## src/rtl/tmr_pkg.sv

```systemverilog
package tmr_pkg;
  localparam int BYTE_W = 8;
  localparam int CNT_W  = 2 * BYTE_W;
  localparam int ADDR_W = 2;
  localparam int CTRL_W = 3;

  // control register bit positions
  localparam int HOLD_BIT = 0;
  localparam int SRC_BIT  = 1;
  localparam int DUAL_BIT = 2;

  localparam logic [ADDR_W-1:0] ADDR_CTRL = 2'd0;  // write: control, read: status
  localparam logic [ADDR_W-1:0] ADDR_HI   = 2'd1;
  localparam logic [ADDR_W-1:0] ADDR_LO   = 2'd2;
  localparam logic [ADDR_W-1:0] ADDR_CRD  = 2'd3;  // read: control

  typedef struct packed {
    logic              initLoad;
    logic              cntEn;
    logic              wrHi;
    logic              wrLo;
    logic              clrFlag;
    logic              dualMode;
    logic [BYTE_W-1:0] data;
  } tmrStrobe_t;
endpackage

```

## src/rtl/tmr_sync.sv

```systemverilog
module tmr_sync #(
  parameter int   STAGES    = 2,
  parameter logic RESET_VAL = 1'b0
) (
  input  logic clk,
  input  logic rstN,
  input  logic din,
  output logic syncOut,
  output logic prevOut
);
  logic [STAGES:0] shreg;

  always_ff @(posedge clk or negedge rstN) begin
    if (!rstN) shreg <= {(STAGES+1){RESET_VAL}};
    else       shreg <= {shreg[STAGES-1:0], din};
  end

  assign syncOut = shreg[STAGES-1];
  assign prevOut = shreg[STAGES];
endmodule

```

## src/rtl/tmr_ctrl.sv

```systemverilog
module tmr_ctrl
  import tmr_pkg::*;
#(
  parameter int SYNC_STAGES = 2
) (
  input  logic              clk,
  input  logic              rstN,
  input  logic              eTick,
  input  logic              extClk,
  input  logic              gateIn,
  input  logic              wrEn,
  input  logic [ADDR_W-1:0] wrAddr,
  input  logic [BYTE_W-1:0] wrData,
  input  logic              rdEn,
  input  logic [ADDR_W-1:0] rdAddr,
  input  logic              flagQ,
  output tmrStrobe_t        strobe,
  output logic [CTRL_W-1:0] ctrlQ
);
  logic gSync, gPrev, eSync, ePrev;
  logic gateFall, gateOpen, extRise, extPend, extTick, srcTick;
  logic statusSeen;

  tmr_sync #(.STAGES(SYNC_STAGES), .RESET_VAL(1'b0)) uGateSync (
    .clk(clk), .rstN(rstN), .din(gateIn), .syncOut(gSync), .prevOut(gPrev));

  tmr_sync #(.STAGES(SYNC_STAGES), .RESET_VAL(1'b0)) uExtSync (
    .clk(clk), .rstN(rstN), .din(extClk), .syncOut(eSync), .prevOut(ePrev));

  assign gateFall = gPrev & ~gSync;
  assign gateOpen = ~gSync;
  assign extRise  = eSync & ~ePrev;
  assign extTick  = extPend & eTick;
  assign srcTick  = ctrlQ[SRC_BIT] ? extTick : eTick;

  always_ff @(posedge clk or negedge rstN) begin
    if (!rstN) begin
      ctrlQ      <= '0;
      extPend    <= 1'b0;
      statusSeen <= 1'b0;
    end else begin
      if (wrEn && wrAddr == ADDR_CTRL) ctrlQ <= wrData[CTRL_W-1:0];
      extPend <= extRise | (extPend & ~eTick);
      if (strobe.initLoad || strobe.clrFlag)         statusSeen <= 1'b0;
      else if (rdEn && rdAddr == ADDR_CTRL && flagQ) statusSeen <= 1'b1;
    end
  end

  always_comb begin
    strobe          = '0;
    strobe.wrHi     = wrEn && (wrAddr == ADDR_HI);
    strobe.wrLo     = wrEn && (wrAddr == ADDR_LO);
    strobe.initLoad = strobe.wrLo | ctrlQ[HOLD_BIT] | gateFall;
    strobe.cntEn    = srcTick & gateOpen & ~ctrlQ[HOLD_BIT];
    strobe.clrFlag  = rdEn && (rdAddr == ADDR_HI) && statusSeen;
    strobe.dualMode = ctrlQ[DUAL_BIT];
    strobe.data     = wrData;
  end

  p_gate_fall_init_r3: assert property (@(posedge clk) disable iff (!rstN)
    $fell(gSync) |-> strobe.initLoad);
endmodule

```

## src/rtl/tmr_datapath.sv

```systemverilog
module tmr_datapath
  import tmr_pkg::*;
(
  input  logic             clk,
  input  logic             rstN,
  input  tmrStrobe_t       strobe,
  output logic [CNT_W-1:0] cntQ,
  output logic             flagQ,
  output logic             waveOut
);
  logic [CNT_W-1:0]  latchQ, cntD;
  logic [BYTE_W-1:0] msbBuf, hiVal, loVal;
  logic              toggleQ, toggleD, flagD, flagSet;
  logic              loZero, wrapAll;

  assign hiVal   = cntQ[CNT_W-1:BYTE_W];
  assign loVal   = cntQ[BYTE_W-1:0];
  assign loZero  = (loVal == '0);
  assign wrapAll = (cntQ == '0);

  always_comb begin
    cntD    = cntQ;
    toggleD = toggleQ;
    flagSet = 1'b0;
    if (strobe.initLoad) begin
      cntD    = strobe.wrLo ? {msbBuf, strobe.data} : latchQ;
      toggleD = 1'b0;
    end else if (strobe.cntEn) begin
      if (strobe.dualMode) begin
        if (wrapAll) begin
          cntD    = latchQ;
          flagSet = 1'b1;
        end else if (loZero) begin
          cntD = {BYTE_W'(hiVal - 1'b1), latchQ[BYTE_W-1:0]};
        end else begin
          cntD = {hiVal, BYTE_W'(loVal - 1'b1)};
        end
      end else begin
        if (wrapAll) begin
          cntD    = latchQ;
          flagSet = 1'b1;
          toggleD = ~toggleQ;
        end else begin
          cntD = CNT_W'(cntQ - 1'b1);
        end
      end
    end
    if (strobe.initLoad)     flagD = 1'b0;
    else if (flagSet)        flagD = 1'b1;
    else if (strobe.clrFlag) flagD = 1'b0;
    else                     flagD = flagQ;
  end

  always_ff @(posedge clk or negedge rstN) begin
    if (!rstN) begin
      latchQ  <= '1;
      msbBuf  <= '1;
      cntQ    <= '1;
      flagQ   <= 1'b0;
      toggleQ <= 1'b0;
    end else begin
      if (strobe.wrHi) msbBuf <= strobe.data;
      if (strobe.wrLo) latchQ <= {msbBuf, strobe.data};
      cntQ    <= cntD;
      flagQ   <= flagD;
      toggleQ <= toggleD;
    end
  end

  assign waveOut = strobe.dualMode ? (hiVal == '0) : toggleQ;

  p_init_copies_r3: assert property (@(posedge clk) disable iff (!rstN)
    strobe.initLoad |=> cntQ == latchQ);
  p_init_clears_flag_r3: assert property (@(posedge clk) disable iff (!rstN)
    strobe.initLoad |=> !flagQ);
  p_dec_step_r4: assert property (@(posedge clk) disable iff (!rstN)
    strobe.cntEn && !strobe.initLoad && !strobe.dualMode && cntQ != '0
      |=> cntQ == CNT_W'($past(cntQ) - 1'b1));
  p_wrap_reload_r4: assert property (@(posedge clk) disable iff (!rstN)
    strobe.cntEn && !strobe.initLoad && !strobe.dualMode && cntQ == '0
      |=> flagQ && cntQ == latchQ);
  p_wrap_toggle_r5: assert property (@(posedge clk) disable iff (!rstN)
    strobe.cntEn && !strobe.initLoad && !strobe.dualMode && cntQ == '0
      |=> toggleQ != $past(toggleQ));
  p_dual_wrap_r6: assert property (@(posedge clk) disable iff (!rstN)
    strobe.cntEn && !strobe.initLoad && strobe.dualMode && cntQ == '0
      |=> flagQ && cntQ == latchQ);
  p_hold_stable_r8: assert property (@(posedge clk) disable iff (!rstN)
    !strobe.cntEn && !strobe.initLoad |=> $stable(cntQ));
  p_flag_sticky_r9: assert property (@(posedge clk) disable iff (!rstN)
    flagQ && !strobe.clrFlag && !strobe.initLoad |=> flagQ);
endmodule

```

## src/rtl/tmr_channel.sv

```systemverilog
module tmr_channel
  import tmr_pkg::*;
#(
  parameter int SYNC_STAGES = 2
) (
  input  logic              clk,
  input  logic              rstN,
  input  logic              eTick,
  input  logic              extClk,
  input  logic              gateIn,
  input  logic              wrEn,
  input  logic [ADDR_W-1:0] wrAddr,
  input  logic [BYTE_W-1:0] wrData,
  input  logic              rdEn,
  input  logic [ADDR_W-1:0] rdAddr,
  output logic [BYTE_W-1:0] rdData,
  output logic              irq,
  output logic              waveOut
);
  tmrStrobe_t        strobe;
  logic [CNT_W-1:0]  cntQ;
  logic [CTRL_W-1:0] ctrlQ;
  logic              flagQ;

  tmr_ctrl #(.SYNC_STAGES(SYNC_STAGES)) uCtrl (
    .clk(clk), .rstN(rstN), .eTick(eTick), .extClk(extClk), .gateIn(gateIn),
    .wrEn(wrEn), .wrAddr(wrAddr), .wrData(wrData), .rdEn(rdEn), .rdAddr(rdAddr),
    .flagQ(flagQ), .strobe(strobe), .ctrlQ(ctrlQ));

  tmr_datapath uData (
    .clk(clk), .rstN(rstN), .strobe(strobe), .cntQ(cntQ), .flagQ(flagQ),
    .waveOut(waveOut));

  always_comb begin
    unique case (rdAddr)
      ADDR_CTRL: rdData = {{(BYTE_W-1){1'b0}}, flagQ};
      ADDR_HI:   rdData = cntQ[CNT_W-1:BYTE_W];
      ADDR_LO:   rdData = cntQ[BYTE_W-1:0];
      default:   rdData = {{(BYTE_W-CTRL_W){1'b0}}, ctrlQ};
    endcase
  end

  assign irq = flagQ;
endmodule

```

## config.mk

```make
export PLATFORM = sky130hd
export DESIGN_NAME = tmr_channel
export DESIGN_NICKNAME = d
export VERILOG_FILES = /design/src/rtl/tmr_pkg.sv /design/src/rtl/tmr_sync.sv /design/src/rtl/tmr_ctrl.sv /design/src/rtl/tmr_datapath.sv /design/src/rtl/tmr_channel.sv
export SDC_FILE = /design/constraint.sdc
export NUM_CORES = 1
export LEC_CHECK = 0
export BUFFER_PORTS_ARGS = -buffer_cell sky130_fd_sc_hd__buf_4
export CORE_MARGIN = 10
export CORE_UTILIZATION = 39
export DETAILED_ROUTE_END_ITERATION = 16
export GPL_ROUTABILITY_DRIVEN = 0
export PLACE_DENSITY_LB_ADDON = 0.08
export SLEW_MARGIN = 20
export SYNTH_ARGS = -nofsm -noshare
export SYNTH_HDL_FRONTEND = slang
export SYNTH_SLANG_ARGS = --single-unit
```

## constraint.sdc

```tcl
create_clock -name clk -period 2.5 [get_ports clk]
set_clock_uncertainty 0.15 [all_clocks]
set_input_delay 0 -clock clk [delete_from_list [all_inputs] [get_ports clk]]
set_output_delay 0 -clock clk [all_outputs]
set_load 0.01 [all_outputs]
```

==> flow_summary.toml <==
[yosys]
yosys_warnings = 0
synth-edff-count = 0
synth.distinct_cells = 68
ys_ff_latch = 53
synth-main-ff-cell = "dfstp_2"
syn_area_um2 = 3080
yosysSeqAreaShare_pct = 44.8
syn_inst = 302
synthArstFlopShare_pct = 100
synth.avg_cell_area_um2 = 10.2
syn_nets = 325

[global_route]
grt_start_max_net_pins = 54
grt_overflow_total = 0
track_usage_pct = 16.2
grt_pass1_wl_um = 15100
antenna_found_initial = 0
grt_pass1_vias = 2771

[routing]
firstDrtPassIters = 4
vias_per_cell = 5.79
wl_um = 9330
ant_nets = 0
wl_per_cell_um = 20.1
num_vias = 2685
route.detailed.drc = 0
drt_iter0_markers = 239

[pwr]
power_frac_seq_pct = 45.6
power_frac_comb_pct = 37.4
clockPowerShare_pct = 17.1
pwr_density_cell_nw_per_um2 = 835
p_leak_nw = 1.53
p_int_mw = 2.01
peakVddDrop_v = 0.000315
power.net_switching_mw = 1.18
p_sw_share_pct = 36.9

[timing]
fmax_ghz = 0.418
holdWs_ns = 0.0407
setup_violations = 0
fin_setup_tns_ns = 0
rsz0062_at_grt = "false"
final.period_utilization_pct = 95.6
fin_crit_ns = 2.39
hold_viol = 0
final-max-slew-violation-count = 0
final.setup.worst_slack_ns = 0.110
tightest_slew_ns = 0.696
max_slew_margin_pct = 53.6

[critical_path]
reg2reg_depth = 5
cp_slowest_cell = "or4_4"
start_kind = "register"
cp_data_required_time_ns = 2.58
crit_path_end_kind = "register"
slowest_delay_ns = 0.65
worstSetupPathType = "reg2reg"
crit_path_max_fanout = 11
crit_chain = "or4_4, a2111oi_1, and4_1, a2111oi_0, o22ai_1"
worstPathArrival_ns = 2.47

[clock_tree]
cts.sinks = 53
cts_buffer_depth = 2
clkLatencyLatePin_ns = 0.31
numCtsBuffers = 5
root_buffer = "clkbuf_8"
h-tree-depth = 2
cts_setup_buffers = 0
cts_tree = "built"
path_clk_slew_ns = 0.10

[run]
maxCapViolCount = 0

[finish]
n_antenna_cell = 0
nets = 384
final_cell_mix = "buf_4 (49), dfstp_2 (40), mux2_2 (25)"
layout-drive-gt1-share_pct = 37.6
final_common_cell = "buf_4"
fin_util_pct = 49.7
fin_cells = 464
syn_to_final_growth_pct = 24.3

[place]
place_hpwl_um = 6940
dp_slack_ns = 0.108
placedCellCount = 436
io_buffers = 28

[floorplan]
core_area_um2 = 7690
rows = 32
die_height_um = 109
fp.dieW_um = 109
ios = 29
initial_core_util_pct = 40.0
dieArea_um2 = 11800

[hold_path]
whs_path_depth = 5
hold_path.class = "in2reg"

[outcome]
status = "finished clean"
-- cell families (layout without fill, tap and decap cells) --
kind of cell               count (synthesis)  count (layout)  share of synthesized area (%)
and+or+nand+nor                           92              92                           17.1
AOI/OAI and AO/OA                         90              90                           20.8
DFF                                       53              53                           44.8
buffers and inverters                     32              92                           4.35
muxes                                     27              27                           10.2
adders and majority gates                  4               4                           1.63
xor gates and xnor gates                   4               4                           1.14
-- state kept, by name, indices dropped and copies added, names as in the netlist --
name / flops
uData.cntQ: 16
uData.latchQ: 16
uData.msbBuf: 8
uCtrl.ctrlQ: 3
uCtrl.uExtSync.shreg: 3
uCtrl.uGateSync.shreg: 3
uCtrl.extPend: 1
uCtrl.statusSeen: 1
uData.flagQ: 1
uData.toggleQ: 1
-- through the flow --
step	power (mW)	instance area, um^2
global placement	2.61	3490
global route	3.40	3820
floorplan	2.13	3080
finish	3.19	3820
CTS	3.18	3800
detailed placement	2.60	3490
-- area by class of cell --
type                    count  area (um^2)
clock buffers               7         96.3
clock inverters             1         8.76
flip-flops and latches     53         1380
well taps                 102          128
repair buffers             69          568
multi-input cells         217         1590
inverters                  15         56.3
fillers                   728         3860
-- power groups by stage --
stage | clock network (mW) | logic [mW] | registers, mW
floorplan | 0 | 0.807 | 1.32
global placement | 0 | 1.15 | 1.46
detailed placement | 0 | 1.14 | 1.46
CTS | 0.566 | 1.17 | 1.45
global route | 0.597 | 1.31 | 1.49
finish | 0.544 | 1.19 | 1.46
-- path summary, 6_finish.rpt --
path | start | to | slack, ns
setup / recovery | uData.cntQ[6] | uData.cntQ[15] | 0.11
hold / removal | rdAddr[1] | uData.flagQ | 0.04
setup reg to reg | uData.cntQ[6] | uData.cntQ[15] | 0.11
hold reg to reg | uCtrl.uExtSync.shreg[0] | uCtrl.uExtSync.shreg[1] | 0.21
max in group asynchronous | rstN | uCtrl.ctrlQ[0] | 1.61
min in group asynchronous | rstN | uData.toggleQ | 0.11
-- repair_timing --
| action | CTS | global route |
|---|---|---|
| resized for setup | 0 | 5 |
| hold buffers | 20 | 0 |
| setup endpoints to repair | 0 | 6 |
| hold endpoints to repair | 81 | 0 |
-- cell usage after synthesis, drive strengths merged (4+ instances only) --
library cell | count | area [um^2]
mux2 | 25 | 282
clkbuf | 12 | 45.0
inv | 15 | 56.3
a22o | 7 | 61.3
nor3 | 10 | 50.1
nand2b | 5 | 31.3
a21oi | 12 | 63.8
nand2 | 18 | 67.6
nor4 | 6 | 52.6
nand3 | 7 | 35.0
buf | 5 | 32.5
xnor2 | 4 | 35.0
dfrtp | 13 | 325
nor2 | 16 | 60.1
a2111oi | 4 | 37.5
ha | 4 | 50.1
or4 | 4 | 33.8
o31ai | 4 | 30.0
o21ai | 21 | 109
dfstp | 40 | 1050
a31oi | 7 | 43.8
o22ai | 4 | 25.0
-- routing by layer --
metal	routed length (um)	up-vias	global-route usage, %	part of all wire (%)
met4	97	0	4.24	1.0
met2	4160	104	24.7	45
li1	-	1262	-	-
met3	652	8	3.07	7.0
met5	0	-	0	0
met1	4430	1311	22.9	47
-- critical path: cells and delay by family (launching register included) --
family | cells | cell delay, ns
AO/OA/AOI/OAI | 3 | 0.80
AND/OR/NAND/NOR | 2 | 0.94
flip-flops | 1 | 0.43
Power figures use the tool's default switching activity.
